===== src/rtl/z80_std_pkg.sv =====
// Shared types for the Z80 backplane glue.
// Assumes all processor strobes are active low.
package z80_std_pkg;

    // Processor-side strobe set, all active low
    typedef struct packed {
        logic m1_n;
        logic mreq_n;
        logic iorq_n;
        logic rd_n;
        logic wr_n;
        logic rfsh_n;
    } cpu_ctl_t;

    // Backplane-side strobe set, all active low
    typedef struct packed {
        logic wr_n;
        logic rd_n;
        logic iorq_n;
        logic mreq_n;
        logic rfsh_n;
        logic mcsync_n;
        logic stat1_n;
        logic intak_n;
    } std_ctl_t;

endpackage


===== src/rtl/z80_std_sync.sv =====
// Multi-flop level synchroniser.
// Assumes din is asynchronous to clk. The output lags din by STAGES edges.
module z80_std_sync #(
    parameter int STAGES    = 2,
    parameter bit RST_VALUE = 1'b0
) (
    input  logic clk,
    input  logic rst_n,
    input  logic din,
    output logic dout
);
    logic [STAGES-1:0] chain;

    generate
        for (genvar s = 0; s < STAGES; s++) begin : g_stage
            if (s == 0) begin : g_first
                // First stage samples the asynchronous input
                always_ff @(posedge clk) begin
                    if (!rst_n) chain[0] <= RST_VALUE;
                    else        chain[0] <= din;
                end
            end else begin : g_next
                // Later stages settle metastability
                always_ff @(posedge clk) begin
                    if (!rst_n) chain[s] <= RST_VALUE;
                    else        chain[s] <= chain[s-1];
                end
            end
        end
    endgenerate

    assign dout = chain[STAGES-1];
endmodule


===== src/rtl/z80_std_strobes.sv =====
// Combinational strobe decode and driver-enable logic.
// Assumes the processor never asserts read and write together.
// A bus grant (busak_n low) releases every buffered output.
module z80_std_strobes
    import z80_std_pkg::*;
(
    input  cpu_ctl_t cpu,
    input  logic     busak_n,
    output std_ctl_t std,
    output logic     addr_oe,
    output logic     ctl_oe,
    output logic     bus_data_oe,
    output logic     cpu_data_oe
);
    logic int_ack;
    logic granted;

    assign int_ack = !cpu.iorq_n && !cpu.m1_n;
    assign granted = !busak_n;

    // Map processor strobes to backplane strobes and derive the two composite strobes
    always_comb begin
        std.wr_n     = cpu.wr_n;
        std.rd_n     = cpu.rd_n;
        std.iorq_n   = cpu.iorq_n;
        std.mreq_n   = cpu.mreq_n;
        std.rfsh_n   = cpu.rfsh_n;
        std.stat1_n  = cpu.m1_n;
        std.intak_n  = !int_ack;
        std.mcsync_n = !(!cpu.rd_n || !cpu.wr_n || int_ack);
    end

    // Driver enables and data-path direction
    always_comb begin
        addr_oe     = !granted;
        ctl_oe      = !granted;
        bus_data_oe = !granted && !cpu.wr_n;
        cpu_data_oe = !granted && (!cpu.rd_n || int_ack);
    end
endmodule


===== src/rtl/z80_std_clkdiv.sv =====
// Time-state clock generator.
// Internal mode toggles on every oscillator edge. External mode toggles once
// per synchronised rising edge of the external input.
// Assumes the external input is much slower than clk.
module z80_std_clkdiv #(
    parameter int SYNC_STAGES = 2
) (
    input  logic clk,
    input  logic rst_n,
    input  logic ext_sel,
    input  logic ext_in,
    output logic tclk
);
    logic ext_s;
    logic ext_prev;
    logic ext_rise;
    logic advance;

    z80_std_sync #(.STAGES(SYNC_STAGES), .RST_VALUE(1'b0)) u_ext_sync (
        .clk  (clk),
        .rst_n(rst_n),
        .din  (ext_in),
        .dout (ext_s)
    );

    // Delay the synchronised level for edge detection
    always_ff @(posedge clk) begin
        if (!rst_n) ext_prev <= 1'b0;
        else        ext_prev <= ext_s;
    end

    assign ext_rise = ext_s && !ext_prev;
    assign advance  = ext_sel ? ext_rise : 1'b1;

    // Toggle the time-state clock on each advance
    always_ff @(posedge clk) begin
        if (!rst_n)       tclk <= 1'b0;
        else if (advance) tclk <= !tclk;
    end


    int_mode_toggle_chk: assert property (@(posedge clk) disable iff (!rst_n)
        ($past(rst_n) && !$past(ext_sel)) |-> (tclk != $past(tclk)));


    ext_mode_hold_chk: assert property (@(posedge clk) disable iff (!rst_n)
        ($past(rst_n) && $past(ext_sel) && $past(ext_s) == $past(ext_prev))
            |-> $stable(tclk));
endmodule


===== src/rtl/z80_std_reset.sv =====
// System reset stretcher.
// Reset is asserted while power-on reset is low or the synchronised pushbutton
// is low, then held for HOLD further edges after both are released.
module z80_std_reset #(
    parameter int HOLD        = 16,
    parameter int SYNC_STAGES = 2
) (
    input  logic clk,
    input  logic rst_n,
    input  logic pb_n,
    output logic sys_rst_n
);
    localparam int CNT_W = $clog2(HOLD + 1);

    logic             pb_s;
    logic [CNT_W-1:0] hold_cnt;

    z80_std_sync #(.STAGES(SYNC_STAGES), .RST_VALUE(1'b0)) u_pb_sync (
        .clk  (clk),
        .rst_n(rst_n),
        .din  (pb_n),
        .dout (pb_s)
    );

    // Reload on trigger, count down after release, then deassert
    always_ff @(posedge clk) begin
        if (!rst_n) begin
            hold_cnt  <= CNT_W'(HOLD);
            sys_rst_n <= 1'b0;
        end else if (!pb_s) begin
            hold_cnt  <= CNT_W'(HOLD);
            sys_rst_n <= 1'b0;
        end else if (hold_cnt != '0) begin
            hold_cnt  <= hold_cnt - 1'b1;
            sys_rst_n <= 1'b0;
        end else begin
            sys_rst_n <= 1'b1;
        end
    end


    release_after_quiet_chk: assert property (@(posedge clk) disable iff (!rst_n)
        $rose(sys_rst_n) |-> ($past(pb_s) && pb_s));


    press_asserts_chk: assert property (@(posedge clk) disable iff (!rst_n)
        !pb_s |=> !sys_rst_n);
endmodule


===== src/rtl/z80_std_glue.sv =====
// Z80 to backplane control glue, top level.
// Passes the address, data and strobes through, derives the composite
// strobes, releases the buffered outputs during bus grant, and generates
// the time-state clock and the stretched system reset.
module z80_std_glue
    import z80_std_pkg::*;
#(
    parameter int ADDR_W      = 16,
    parameter int DATA_W      = 8,
    parameter int RST_HOLD    = 16,
    parameter int SYNC_STAGES = 2
) (
    input  logic              clk,
    input  logic              rst_n,
    input  logic              pb_reset_n,
    input  logic              ext_clk_sel,
    input  logic              ext_clk_in,
    input  logic [ADDR_W-1:0] cpu_addr,
    input  logic [DATA_W-1:0] cpu_dout,
    output logic [DATA_W-1:0] cpu_din,
    input  logic              cpu_m1_n,
    input  logic              cpu_mreq_n,
    input  logic              cpu_iorq_n,
    input  logic              cpu_rd_n,
    input  logic              cpu_wr_n,
    input  logic              cpu_rfsh_n,
    input  logic              cpu_busak_n,
    input  logic [DATA_W-1:0] bus_data_in,
    input  logic              prio_in,
    output logic [ADDR_W-1:0] bus_addr,
    output logic [DATA_W-1:0] bus_data_out,
    output logic              addr_oe,
    output logic              ctl_oe,
    output logic              bus_data_oe,
    output logic              cpu_data_oe,
    output logic              std_wr_n,
    output logic              std_rd_n,
    output logic              std_iorq_n,
    output logic              std_mreq_n,
    output logic              std_rfsh_n,
    output logic              std_mcsync_n,
    output logic              std_stat1_n,
    output logic              std_stat0_oe,
    output logic              std_intak_n,
    output logic              std_sysreset_n,
    output logic              std_busak_n,
    output logic              std_memex_n,
    output logic              std_ioexp_n,
    output logic              prio_out,
    output logic              tstate_clk
);
    cpu_ctl_t cpu_ctl;
    std_ctl_t std_ctl;

    assign cpu_ctl = '{m1_n: cpu_m1_n, mreq_n: cpu_mreq_n, iorq_n: cpu_iorq_n,
                       rd_n: cpu_rd_n, wr_n: cpu_wr_n, rfsh_n: cpu_rfsh_n};

    z80_std_strobes u_strobes (
        .cpu        (cpu_ctl),
        .busak_n    (cpu_busak_n),
        .std        (std_ctl),
        .addr_oe    (addr_oe),
        .ctl_oe     (ctl_oe),
        .bus_data_oe(bus_data_oe),
        .cpu_data_oe(cpu_data_oe)
    );

    z80_std_clkdiv #(.SYNC_STAGES(SYNC_STAGES)) u_clkdiv (
        .clk    (clk),
        .rst_n  (rst_n),
        .ext_sel(ext_clk_sel),
        .ext_in (ext_clk_in),
        .tclk   (tstate_clk)
    );

    z80_std_reset #(.HOLD(RST_HOLD), .SYNC_STAGES(SYNC_STAGES)) u_reset (
        .clk      (clk),
        .rst_n    (rst_n),
        .pb_n     (pb_reset_n),
        .sys_rst_n(std_sysreset_n)
    );

    // Unpack the backplane strobes onto the ports
    always_comb begin
        std_wr_n     = std_ctl.wr_n;
        std_rd_n     = std_ctl.rd_n;
        std_iorq_n   = std_ctl.iorq_n;
        std_mreq_n   = std_ctl.mreq_n;
        std_rfsh_n   = std_ctl.rfsh_n;
        std_mcsync_n = std_ctl.mcsync_n;
        std_stat1_n  = std_ctl.stat1_n;
        std_intak_n  = std_ctl.intak_n;
    end

    // Plain pass-through paths and always-driven outputs
    assign bus_addr     = cpu_addr;
    assign bus_data_out = cpu_dout;
    assign cpu_din      = bus_data_in;
    assign std_busak_n  = cpu_busak_n;
    assign prio_out     = prio_in;
    assign std_memex_n  = 1'b0;
    assign std_ioexp_n  = 1'b0;
    assign std_stat0_oe = 1'b0;


    intak_with_sync_chk: assert property (@(posedge clk) disable iff (!rst_n)
        !std_intak_n |-> !std_mcsync_n);


    data_dir_exclusive_chk: assert property (@(posedge clk) disable iff (!rst_n)
        (cpu_rd_n || cpu_wr_n) |-> $onehot0({bus_data_oe, cpu_data_oe}));


    grant_releases_data_chk: assert property (@(posedge clk) disable iff (!rst_n)
        !addr_oe |-> (!ctl_oe && !bus_data_oe && !cpu_data_oe));
endmodule


===== config.mk =====
export PLATFORM = sky130hd
export DESIGN_NAME = z80_std_glue
export DESIGN_NICKNAME = d
export VERILOG_FILES = /design/src/rtl/z80_std_pkg.sv /design/src/rtl/z80_std_sync.sv /design/src/rtl/z80_std_strobes.sv /design/src/rtl/z80_std_clkdiv.sv /design/src/rtl/z80_std_reset.sv /design/src/rtl/z80_std_glue.sv
export SDC_FILE = /design/constraint.sdc
export NUM_CORES = 1
export LEC_CHECK = 0
export BUFFER_PORTS_ARGS = -buffer_cell sky130_fd_sc_hd__buf_2
export CORE_AREA = 2 2 53 55
export CTS_CLUSTER_DIAMETER = 30
export DETAILED_ROUTE_END_ITERATION = 8
export DIE_AREA = 0 0 55 57
export GPL_ROUTABILITY_DRIVEN = 0
export PLACE_DENSITY = 0.85
export SETUP_SLACK_MARGIN = 0.05
export SYNTH_ARGS = -nofsm -noshare
export SYNTH_HDL_FRONTEND = slang
export SYNTH_HIERARCHICAL = 1
export SYNTH_SLANG_ARGS = --single-unit

===== constraint.sdc =====
create_clock -name clk -period 1.6 [get_ports clk]
set_input_delay 0.32 -clock clk [delete_from_list [all_inputs] [get_ports clk]]
set_output_delay 0.32 -clock clk [all_outputs]
set_load 0.1 [all_outputs]

==> out/metrics.yaml <==
ys_warn_count: 6
critPathMaxStageDelay_ns: 0.28
fin_crit_sh: 0.9295
crit_slowest_cell: "buf_2"
syn_inst: 93
fin_ws_ns: 0.1129
clk_latency_ns: 0.27
viasPerCell: 4.387
rows: 19
peakVddDrop_uv: 471.8
fin_nets: 123
cp_cell_sequence: "buf_2, or2_4, and3_2, buf_2"
drc: 0
fmax_mhz: 672.4
p_per_area_nw_per_um2: 1110
fill_cells: 274
start_util: 0.3153
hold_depth: 2
postCtsSetupBuffers: 0
wl_mm: 1.283
h-tree-depth: 1
areaGrowthSynthToFinish_pct: -13.20
finalHoldViolCount: 0
overflow: 0
grt_start_max_net_pins: 9
grt_usage: 0.07908
yosysUniqueCellTypes: 25
p_leak_uw: 0.0003199
root_buffer: "clkbuf_4"
io_pins: 96
clockBufferDepth: 2
layout_common_cells: "buf_2, dfxtp_1, nor2_1"
grt_antenna_before_repair: 0
finalInstanceArea_um2: 715.7
post-route-min-period_ns: 1.487
dieArea_um2: 3135
cp.required_ns: 1.28
clk_pin_slew_ns: 0.07
detail_route.wl_per_cell_um: 12.10
run_status: "completed"
postRouteAntennaNets: 0
cts_buffers: 3
dpl-instance-area_um2: 675.6
yosysSeqAreaShare: 0.2914
critPathKind: "primary input to output port"
synth_area_um2: 824.5
finalMaxSlewViolations: 0
core-area_um2: 2615
maxCapViolCount: 0
r2r_cells: 5
cts_sinks: 12
endpoint_kind: "output port"
die_w_um: 55
dr.pass1.iters: 3
drtIter0Drc: 3
cts_tree: "done"
io_buffers: 22
avgSynthCellArea_um2: 8.866
routed-via-count: 465
skew_ns: 0.002018
num_antenna_cells: 0
arrival_ns: 1.17
dp_worst_setup_slack_ns: 0.1084
final_common_cell: "buf_2"
dpl.hpwl_mm: 1.044
synth-seq-cells: 12
crit_top_cell: "buf_2"
grt_pass1_vias: 424
cp-start-kind: "primary input"
grt_pass1_wl_mm: 1.766
hp-class: "primary input to flop"
cp_max_fo: 3
die_y_um: 57
layout-drive-gt1-share: 0.4667
cts_hold_buffers: 0
rsz0062_at_grt: "false"
setup_viol: 0
timing repair:
action	CTS	global route
gates resized for setup	0	1
hold endpoints to repair	0	0
endpoints found under the setup margin	0	4
path summary, 6_finish.rpt:
path / from / to / slack (ns)
hold reg to reg: u_clkdiv/u_ext_sync/chain[0] / u_clkdiv/u_ext_sync/dout / 0.44
setup / recovery: cpu_m1_n / std_mcsync_n / 0.11
setup reg to reg: u_reset/hold_cnt[0] / u_reset/hold_cnt[0] / 0.20
hold / removal: pb_reset_n / u_reset/u_pb_sync/chain[0] / 0.24
registers in the layout, indices dropped and copies added, names as in the netlist:
register                   cells
u_reset/hold_cnt               5
u_clkdiv/ext_prev              1
u_clkdiv/tclk                  1
u_clkdiv/u_ext_sync/chain      1
u_clkdiv/u_ext_sync/dout       1
u_reset/sys_rst_n              1
u_reset/u_pb_sync/chain        1
u_reset/u_pb_sync/dout         1
critical path, delay by kind of cell:
kind	cells	cell delay, ns
simple gates	2	0.45
buf+inv	2	0.39
layout make-up:
type | count | area (um^2) | share of cell area
Clock buffer | 4 | 36.28 | 0.05070
Sequential cell | 12 | 240.2 | 0.3357
Multi-Input combinational cell | 35 | 252.7 | 0.3531
Inverter | 2 | 7.507 | 0.01049
Timing Repair Buffer | 22 | 140.1 | 0.1958
Tap cell | 31 | 38.79 | 0.05420
through the flow:
| stage | hold WS, ns | setup TNS (ns) | util | instances | total power (uW) |
|---|---|---|---|---|---|
| 2_1_floorplan | 0.4118 | -0.3077 | - | 95 | 945.4 |
| 3_3_place_gp | 0.4153 | 0 | 0.2584 | 102 | 558.8 |
| 3_5_place_dp | 0.4189 | 0 | 0.2584 | 102 | 562.3 |
| 4_1_cts | 0.2264 | 0 | 0.2722 | 106 | 807.2 |
| 5_1_grt | 0.2346 | 0 | 0.2737 | 106 | 826.2 |
| 6_report | 0.2428 | 0 | 0.2737 | 106 | 794.5 |
routing by layer:
metal	routed length, um	vias to the layer above	track usage
met2	630	33	0.1241
met3	173	16	0.02356
li1	-	207	-
met5	0	-	0
met4	76	0	0.1010
met1	403	209	0.06710
Yosys cell counts:
library cell	number	share of area
inv_1	2	0.0091
o21a_1	1	0.0091
nand3_1	1	0.0061
conb_1	1	0.0045
nor2_1	7	0.032
and3_1	1	0.0076
nand2_1	1	0.0045
xnor2_1	3	0.032
buf_2	1	0.0061
or2_4	1	0.011
a211oi_2	1	0.015
ha_1	2	0.030
a21oi_1	1	0.0061
or4b_1	1	0.012
nor3_1	1	0.0061
a311o_1	1	0.012
nor2b_1	1	0.0076
nand2b_4	1	0.017
buf_4	45	0.41
and2_2	1	0.0091
a21boi_1	1	0.0091
and3_4	1	0.014
and2_1	4	0.030
dfxtp_1	12	0.29
a21boi_0	1	0.0091
logic make-up after synthesis:
logic type | count (synthesis) | synth area share
buffers and inverters | 48 | 0.4249
other | 1 | 0.004548
AOI/OAI and AO/OA | 6 | 0.06070
xor gates and xnor gates | 3 | 0.03187
DFF | 12 | 0.2914
and+or+nand+nor | 21 | 0.1563
adders and majority gates | 2 | 0.03034
report_power, final:
part	switching, uW	leakage, uW	internal (uW)	total (uW)
Combinational	188	0.000201	50.7	238
Clock	102	0.0000210	138	240
Sequential	6.68	0.0000983	310	316
Total	296	0.000320	499	795
(Power assumes the default switching activity.)
